===== config.mk =====
export PLATFORM = sky130hd
export DESIGN_NAME = stereo_serializer
export DESIGN_NICKNAME = d
export VERILOG_FILES = /design/src/rtl/ser_pkg.sv /design/src/rtl/ser_ctrl.sv /design/src/rtl/ser_datapath.sv /design/src/rtl/stereo_serializer.sv
export SDC_FILE = /design/constraint.sdc
export NUM_CORES = 1
export LEC_CHECK = 0
export CAP_MARGIN = 20
export CORE_MARGIN = 10
export CORE_UTILIZATION = 61
export DETAILED_ROUTE_END_ITERATION = 7
export PLACE_DENSITY = 0.95
export RECOVER_POWER = 100
export SYNTH_ARGS = -nofsm -noshare
export SYNTH_HDL_FRONTEND = slang
export SYNTH_SLANG_ARGS = --single-unit

===== constraint.sdc =====
create_clock -name clk -period 17.5 [get_ports clk]
set_clock_uncertainty 0.15 [all_clocks]
set_input_delay 1.75 -clock clk [delete_from_list [all_inputs] [get_ports clk]]
set_output_delay 1.75 -clock clk [all_outputs]
set_load 0.02 [all_outputs]

===== src/rtl/ser_pkg.sv =====
package ser_pkg;
  // Frame slots go up to 2*64, so the slot position needs 7 bits.
  localparam int POS_W  = 7;
  localparam int IDX_W  = 5;
  localparam int DATA_W = 1 << IDX_W;

  typedef struct packed {
    logic             shift;     // enabled bit tick
    logic             load;      // enabled frame start
    logic             rightHalf; // current slot lies in second half
    logic             dataOn;    // current slot carries a word bit
    logic [POS_W-1:0] bitIdx;    // word bit for the current slot
  } strobe_t;
endpackage


===== src/rtl/ser_ctrl.sv =====
module ser_ctrl
  import ser_pkg::*;
(
  input  logic       clk,
  input  logic       rstN,
  input  logic       bitTick,
  input  logic       frameStart,
  input  logic       txOn,
  input  logic [1:0] wordLen,
  input  logic [1:0] halfLen,
  input  logic       delayOne,
  input  logic       rightJust,
  output strobe_t    strobe
);
  logic [POS_W-1:0] pos, posNow, lastPos, halfBits, wordBits;
  logic [POS_W-1:0] slotInHalf, startOff, wordPos;
  logic             inRight;

  always_comb begin
    case (halfLen)
      2'd0:    begin halfBits = POS_W'(16); lastPos = POS_W'(31);  end
      2'd1:    begin halfBits = POS_W'(32); lastPos = POS_W'(63);  end
      default: begin halfBits = POS_W'(64); lastPos = POS_W'(127); end
    endcase
    case (wordLen)
      2'd0:    wordBits = POS_W'(16);
      2'd1:    wordBits = POS_W'(24);
      default: wordBits = POS_W'(32);
    endcase

    if (frameStart)          posNow = '0;
    else if (pos >= lastPos) posNow = '0;
    else                     posNow = pos + POS_W'(1);

    inRight    = (posNow >= halfBits);
    slotInHalf = inRight ? (posNow - halfBits) : posNow;

    if (rightJust)
      startOff = (halfBits > wordBits) ? (halfBits - wordBits) : '0;
    else
      startOff = delayOne ? POS_W'(1) : '0;

    wordPos = slotInHalf - startOff;

    strobe.shift     = bitTick & txOn;
    strobe.load      = bitTick & frameStart & txOn;
    strobe.rightHalf = inRight;
    strobe.dataOn    = (slotInHalf >= startOff) && (wordPos < wordBits);
    strobe.bitIdx    = wordBits - POS_W'(1) - wordPos;
  end

  always_ff @(posedge clk) begin
    if (!rstN)        pos <= '0;
    else if (bitTick) pos <= posNow;
  end
endmodule


===== src/rtl/ser_datapath.sv =====
module ser_datapath
  import ser_pkg::*;
(
  input  logic              clk,
  input  logic              rstN,
  input  strobe_t           strobe,
  input  logic              txOn,
  input  logic              inValid,
  input  logic [DATA_W-1:0] inLeft,
  input  logic [DATA_W-1:0] inRight,
  output logic              inReady,
  output logic              sdata,
  output logic              underrun
);
  logic              holdValid;
  logic [DATA_W-1:0] holdL, holdR, actL, actR;
  logic [DATA_W-1:0] leftWord, curWord;
  logic              pickBit;

  assign inReady = !holdValid;

  always_comb begin
    leftWord = strobe.load ? (holdValid ? holdL : '0) : actL;
    curWord  = strobe.rightHalf ? actR : leftWord;
    pickBit  = 1'b0;
    for (int i = 0; i < DATA_W; i++)
      if (strobe.bitIdx == POS_W'(i)) pickBit = curWord[i];
  end

  always_ff @(posedge clk) begin
    if (!rstN) begin
      holdValid <= 1'b0;
      holdL     <= '0;
      holdR     <= '0;
      actL      <= '0;
      actR      <= '0;
      underrun  <= 1'b0;
      sdata     <= 1'b0;
    end else begin
      underrun <= 1'b0;
      if (strobe.load) begin
        actL     <= holdValid ? holdL : '0;
        actR     <= holdValid ? holdR : '0;
        underrun <= !holdValid;
        if (holdValid) holdValid <= 1'b0;
      end
      if (inValid && inReady) begin
        holdL     <= inLeft;
        holdR     <= inRight;
        holdValid <= 1'b1;
      end
      if (!txOn)             sdata <= 1'b0;
      else if (strobe.shift) sdata <= strobe.dataOn & pickBit;
    end
  end
endmodule


===== src/rtl/stereo_serializer.sv =====
module stereo_serializer
  import ser_pkg::*;
#(
  parameter int EN_BITS = 3
) (
  input  logic               clk,
  input  logic               rstN,
  input  logic               bitTick,
  input  logic               frameStart,
  input  logic [EN_BITS-1:0] txEn,
  input  logic [1:0]         wordLen,
  input  logic [1:0]         halfLen,
  input  logic               delayOne,
  input  logic               rightJust,
  input  logic               inValid,
  input  logic [31:0]        inLeft,
  input  logic [31:0]        inRight,
  output logic               inReady,
  output logic               sdata,
  output logic               underrun
);
  strobe_t strobe;
  logic    txOn;

  assign txOn = |txEn;

  ser_ctrl u_ctrl (
    .clk(clk), .rstN(rstN), .bitTick(bitTick), .frameStart(frameStart),
    .txOn(txOn), .wordLen(wordLen), .halfLen(halfLen),
    .delayOne(delayOne), .rightJust(rightJust), .strobe(strobe)
  );

  ser_datapath u_data (
    .clk(clk), .rstN(rstN), .strobe(strobe), .txOn(txOn),
    .inValid(inValid), .inLeft(inLeft), .inRight(inRight),
    .inReady(inReady), .sdata(sdata), .underrun(underrun)
  );
endmodule


* After elaboration in Yosys (flattened, before gate mapping) *
Index checks and enable logic that the tools add are counted.

storage, ports and cells
  bits in registers = 138
  bits of input ports = 78
  output and inout port bits = 3
  word-level logic and storage cells = 113

operators by class
  add/subtract/negate cells = 6
  $lt $le $gt $ge = 5
  equal/unequal tests = 33
  multiplexer cells = 47
  bitwise logic cells = 4
  reduce and logical (&&, ||, !) cells = 10

operators by type and width
  kind                                               number
  two-way mux 32 bit                                 4
  == test 7 x 5 -> 1 bit (second input constant)     16
  == test 7 x 4 -> 1 bit (second input constant)     8
  two-way mux 1 bit                                  35
  two-way mux 7 bit                                  5
  == test 7 x 3 -> 1 bit (second input constant)     4
  case mux 7 bit (2 select lines)                    2
  greater-or-equal comparator 7 bit                  3
  subtractor 7 bit                                   3
  == test 7 x 2 -> 1 bit (second input constant)     2
  case mux 6 bit (2 select lines)                    1
  adder 7 x 1 -> 7 bit (second input constant)       1
  == test 7 x 1 -> 1 bit (second input constant)     1
  > comparator 7 x 6 -> 1 bit                        1
  zero test 7 bit                                    1
  less-than comparator 7 x 6 -> 1 bit                1
  subtractor 6 x 1 -> 7 bit (second input constant)  1
  subtractor 7 x 6 -> 7 bit                          1
  AND 1 bit                                          4
  == test 2 x 1 -> 1 bit (second input constant)     2
  zero test 2 bit                                    2
  AND reduction 2 bit                                2
  OR reduction 3 bit                                 1
  logical AND 1 bit                                  2
  2 further kinds                                    2

* Depth between registers and ports, before layout *
  word-level depth = 43
  mapped depth = 28
  gate-level depth less buffers = 25

* Cells and area by module *
From an unflattened synthesis, not the netlist that was laid out.

second synthesis, totals
  cell total of the unflattened synthesis = 833
  area total of the unflattened synthesis = 6,990.5 µm²

by module, submodules not included
  module             instances  cells each  area each (µm²)
  ser_datapath       1          664         5,679.2
  ser_ctrl           1          168         1,305.0
  stereo_serializer  1          1           6.3

* Worst setup path after synthesis *
No wires, ideal clock.

  path type = in2reg
  start = input port halfLen[1]
  end = register u_data.sdata
  arrival = 7.132 ns
  data required time = 17.293 ns
  path slack = 10.161 ns
  cell stages on the path = 26
  path buffers = 3
  cell sequence = inv_1 ha_1 a211o_1 a31o_1 buf_2 nor2_1 ha_1 nor2b_1 o21a_1 o41ai_4 buf_2 buf_4 o21ai_0 ha_1 inv_1 xnor2_1 inv_1 ha_1 a21o_1 a21oi_1 nor3_1 o41a_1 o21ai_0 o211ai_1 a211oi_1 a21o_1

on the way
  cells in the longest elaborated chain, start to end = 43
  elaborated cells between the ends (all ways) = 85

ends and longest elaborated chain
  what                                                                   RTL line                        text
  start: declaration                                                     stereo_serializer.sv:12         input logic [1:0] halfLen,
  == test 2 x 1 -> 1 bit or zero test 2 bit (tied branches)              ser_ctrl.sv:20                  case (halfLen)
  case mux 7 bit (2 select lines) *                                      ser_ctrl.sv:20
  greater-or-equal comparator 7 bit *                                    ser_ctrl.sv:32                  else if (pos >= lastPos) posNow = '0;
  two-way mux 7 bit *                                                    ser_ctrl.sv:32
  two-way mux 7 bit *                                                    ser_ctrl.sv:31                  if (frameStart) posNow = '0;
  named net u_ctrl.posNow[5]                                             ser_ctrl.sv:15                  logic [POS_W-1:0] pos, posNow, lastPos, halfBits, wordBits;
  subtractor 7 bit or greater-or-equal comparator 7 bit (tied branches)  ser_ctrl.sv:36, ser_ctrl.sv:35
  two-way mux 7 bit                                                      ser_ctrl.sv:36                  slotInHalf = inRight ? (posNow - halfBits) : posNow;
  subtractor 7 bit                                                       ser_ctrl.sv:43                  wordPos = slotInHalf - startOff;
  subtractor 7 bit                                                       ser_ctrl.sv:49                  strobe.bitIdx = wordBits - POS_W'(1) - wordPos;
  zero test 7 bit                                                        ser_datapath.sv:27              if (strobe.bitIdx == POS_W'(i)) pickBit = curWord[i];
  two-way mux 1 bit (32 in a row)                                        ser_datapath.sv:27
  AND 1 bit *                                                            ser_datapath.sv:53              else if (strobe.shift) sdata <= strobe.dataOn & pickBit;
  end signal: assignment                                                 ser_datapath.sv:53
  end: declaration                                                       ser_datapath.sv:12              output logic sdata,

The timed path passes the listed nets; every way through them passes the cells marked *.
A chain may end at the register's enable or synchronous reset.

* Worst setup path after layout *
Ends and elaborated chain as after synthesis.

==> impl_metrics.json <==
{
  "final.min_clock_period_ns": 8.02,
  "via_per_instance_ratio": 5.93,
  "fmax_mhz": 125,
  "area.sequential_um2": 2760,
  "totalPowerFinal_uw": 829,
  "groute.usage.overall_pct": 21.1,
  "synthMostInstantiatedCell": "sky130_fd_sc_hd__nand2_1",
  "fin_crit_sh_pct": 45.8,
  "clock_latency_ns": 0.43,
  "place.port_buffers": 80,
  "hold-path-cell-count": 1,
  "cts_tree": "yes",
  "critPathLaunchType": "input pin",
  "holdWs_ns": 0.312,
  "crit_required_ns": 17.71,
  "remaining_drc_errors": 0,
  "fp.dieArea_um2": 15900,
  "total_area_of_multi_input_combinational_cells_um2": 3810,
  "cts-resized-gates": 0,
  "syn_to_final_growth_pct": 20.7,
  "path_class": "in2reg",
  "avgRoutedWirePerCell_um": 17.0,
  "synth_area_um2": 6890,
  "place_hpwl_um": 11700,
  "final.fill_count": 736,
  "synth_top_area_share_pct": 40.1,
  "diodes": 0,
  "post_route_cells_drive_above_1_share_pct": 6.04,
  "floorplan.io_pins": 81,
  "post-synth-top-area-cell": "sky130_fd_sc_hd__dfxtp_1",
  "clock_sink_count": 138,
  "hp-start": "u_data.holdR[23]$_SDFFE_PN0P_",
  "setup-tns-final_ns": 0,
  "core-area_um2": 10900,
  "max_cap_violations": 1,
  "worstHoldPathType": "reg2reg",
  "die-height_um": 126,
  "post-route-cell-area_um2": 8310,
  "postCtsHoldBufs": 0,
  "yosysWarnings": 0,
  "vias_in_the_first_global_route": 5850,
  "yosys-top-cells-count": "sky130_fd_sc_hd__nand2_1, sky130_fd_sc_hd__dfxtp_1, sky130_fd_sc_hd__a21boi_0, sky130_fd_sc_hd__clkbuf_1, sky130_fd_sc_hd__nand3_1",
  "gp_routability_congestion": 0.952,
  "vias": 6039,
  "cts_htree_levels": 4,
  "cellLeakagePower_nw": 3.30,
  "synthesized_net_count": 915,
  "synthesis.area_per_instance_um2": 8.47,
  "failed_checks": "max-capacitance violations, max-slew violations",
  "synth_top_flop_cell": "sky130_fd_sc_hd__dfxtp_1",
  "synthArstFlopShare_pct": 0,
  "rsz0062_at_grt": "no",
  "path_max_fanout": 11,
  "numCtsBuffers": 17,
  "post_synth_edffs": 0,
  "detailedRoute.firstIterationViolations": 634,
  "maxSlewViolCount": 65,
  "total_cell_area_at_the_placement_stage_um2": 7700,
  "worst_ep_arrival_time_ns": 8.23,
  "dieWidth_um": 126,
  "ys_types": 66,
  "clock_transition_at_path_regs_ns": 0.06,
  "status": "finished, violations left",
  "final_hold_viol_count": 0,
  "setup_violators_final": 0,
  "worst_ir_drop_vdd_uv": 71.4,
  "route.final.wire_length_um": 17300,
  "layout.nets": 967,
  "ys_ff_latch": 138,
  "postCtsSetupBuffers": 0,
  "initial_standard_cell_utilization_of_the_core_pct": 63.0,
  "detail-route-antenna-nets": 0,
  "largest_net_degree_at_the_start_of_global_routing": 110,
  "powerDensity_nw_per_um2": 99.7,
  "worstRegToRegCells": 22,
  "crit-reg2reg-launch": "u_ctrl.pos[6]$_SDFFE_PN0P_",
  "clock-root-buffer": "sky130_fd_sc_hd__clkbuf_16",
  "slew_headroom_pct": -78.6,
  "hold-path-endpoint": "u_data.actR[23]$_SDFFE_PN0P_",
  "gr-total-overflow": 0,
  "row_count": 38,
  "first_pass_iters": 6,
  "seq_area_frac_synth_pct": 40.1,
  "number_of_antenna_violations_at_the_first_check_in_global_routing": 0,
  "syn_inst": 813,
  "ctsLongestPathBuffers": 2,
  "timing.critical_path.to_type": "flop",
  "grt_first_pass_wirelength_um": 27900,
  "synth_top_cells_by_area": "sky130_fd_sc_hd__dfxtp_1, sky130_fd_sc_hd__nand2_1, sky130_fd_sc_hd__a21boi_0, sky130_fd_sc_hd__a22o_1, sky130_fd_sc_hd__ha_1",
  "max_slew.worst_pin.slew_ns": 2.68,
  "critical_path.reg2reg.endpoint": "u_data.sdata$_SDFFE_PN0P_",
  "ff2ff_setup_slack_ns": 11.16
}
state kept, by name, summed over array words and instances (netlist names):
signal            cells
u_ctrl.pos            7
u_data.actL          32
u_data.actR          32
u_data.holdL         32
u_data.holdR         32
u_data.holdValid      1
u_data.sdata          1
u_data.underrun       1
logic make-up (layout without fill, tap and decap cells):
kind of cell	after synthesis	in the layout	synth area share (%)
flops	138	138	40.1
buf+inv	75	140	4.43
simple gates	330	330	22.2
compound gates	207	207	22.7
fa+ha+maj	24	24	4.69
xor+xnor	17	17	2.27
mux	22	22	3.62
stage by stage:
stage                     util, %  setup slack (ns)  cells
final                        76.0              9.48   1018
after global routing         76.0              8.87   1018
after CTS                    76.0              9.90   1016
after detailed placement     70.4              9.48    984
after global placement       70.4              9.69    984
after floorplan                 -             10.16    813
area by class of cell:
| cell class | count | area share (%) |
|---|---|---|
| multi-input cells | 600 | 45.9 |
| repair buffers | 90 | 10.5 |
| clock buffers | 20 | 5.50 |
| flip-flops and latches | 138 | 33.2 |
| inverters | 18 | 0.813 |
| clock inverters | 12 | 1.94 |
| well taps | 140 | 2.11 |
where the power goes:
part / internal [mW] / switching [mW] / leakage, nW
sequential: 0.325 / 0.00683 / 1.12
combinational: 0.0547 / 0.0702 / 1.88
clock: 0.233 / 0.139 / 0.294
total: 0.613 / 0.216 / 3.30
how the worst max path moves through the flow:
stage / slack (ns) / cells past startpoint / end / start
final: 9.48 / 24 / u_data.sdata$_SDFFE_PN0P_ / halfLen[1]
after global routing: 8.87 / 24 / u_data.sdata$_SDFFE_PN0P_ / halfLen[1]
after CTS: 9.90 / 24 / u_data.sdata$_SDFFE_PN0P_ / halfLen[1]
after detailed placement: 9.48 / 24 / u_data.sdata$_SDFFE_PN0P_ / halfLen[1]
after global placement: 9.69 / 24 / u_data.sdata$_SDFFE_PN0P_ / halfLen[1]
after floorplan: 10.16 / 26 / u_data.sdata$_SDFFE_PN0P_ / halfLen[1]
layer usage:
layer	global-route usage (%)	part of all wire [%]	vias to the layer above	wire, um
li1	-	-	2950	-
met1	24.6	42	2830	7310
met2	35.4	49	214	8400
met3	5.24	6.2	45	1070
met4	10.2	3.1	0	537
met5	0	0	-	0
placed cells by master, fill, tap and decap left out, types with 4 or more instances in the layout:
cell,count
sky130_fd_sc_hd__nand3_1,36
sky130_fd_sc_hd__clkbuf_16,17
sky130_fd_sc_hd__nand4_1,4
sky130_fd_sc_hd__o21a_1,4
sky130_fd_sc_hd__nor2b_1,27
sky130_fd_sc_hd__mux2i_1,17
sky130_fd_sc_hd__nand4b_1,4
sky130_fd_sc_hd__dlygate4sd3_1,6
sky130_fd_sc_hd__nand2_1,180
sky130_fd_sc_hd__xnor2_1,10
sky130_fd_sc_hd__o21ai_0,20
sky130_fd_sc_hd__and3_1,17
sky130_fd_sc_hd__clkdlybuf4s50_1,73
sky130_fd_sc_hd__a21boi_0,74
sky130_fd_sc_hd__and2_1,10
sky130_fd_sc_hd__a21oi_1,26
sky130_fd_sc_hd__a22o_1,32
sky130_fd_sc_hd__ha_1,21
sky130_fd_sc_hd__nor2_1,27
sky130_fd_sc_hd__o31ai_1,5
sky130_fd_sc_hd__a32oi_1,4
sky130_fd_sc_hd__buf_4,5
sky130_fd_sc_hd__dfxtp_1,138
sky130_fd_sc_hd__inv_1,17
sky130_fd_sc_hd__o211ai_1,4
sky130_fd_sc_hd__clkbuf_1,5
sky130_fd_sc_hd__and2_0,6
sky130_fd_sc_hd__xor2_1,6
sky130_fd_sc_hd__a21o_1,7
critical path, cell delays in order:
cell,delay [ns]
sky130_fd_sc_hd__dlygate4sd3_1,0.59
sky130_fd_sc_hd__inv_1,0.12
sky130_fd_sc_hd__ha_1,0.29
sky130_fd_sc_hd__a211o_1,0.34
sky130_fd_sc_hd__a31o_1,0.32
sky130_fd_sc_hd__nor2_1,0.36
sky130_fd_sc_hd__ha_1,0.31
sky130_fd_sc_hd__nor2b_1,0.13
sky130_fd_sc_hd__o21a_1,0.20
sky130_fd_sc_hd__o41ai_1,0.69
sky130_fd_sc_hd__o21ai_0,0.17
sky130_fd_sc_hd__ha_1,0.37
sky130_fd_sc_hd__inv_1,0.06
sky130_fd_sc_hd__xnor2_1,0.29
sky130_fd_sc_hd__inv_1,0.08
sky130_fd_sc_hd__ha_1,0.28
sky130_fd_sc_hd__a21o_1,0.19
sky130_fd_sc_hd__a21oi_1,0.33
sky130_fd_sc_hd__nor3_1,0.12
sky130_fd_sc_hd__o41a_1,0.44
sky130_fd_sc_hd__o21ai_0,0.23
sky130_fd_sc_hd__o211ai_1,0.16
sky130_fd_sc_hd__a211oi_1,0.25
sky130_fd_sc_hd__a21o_1,0.15
Note: power is estimated with default switching activity, not from simulation.
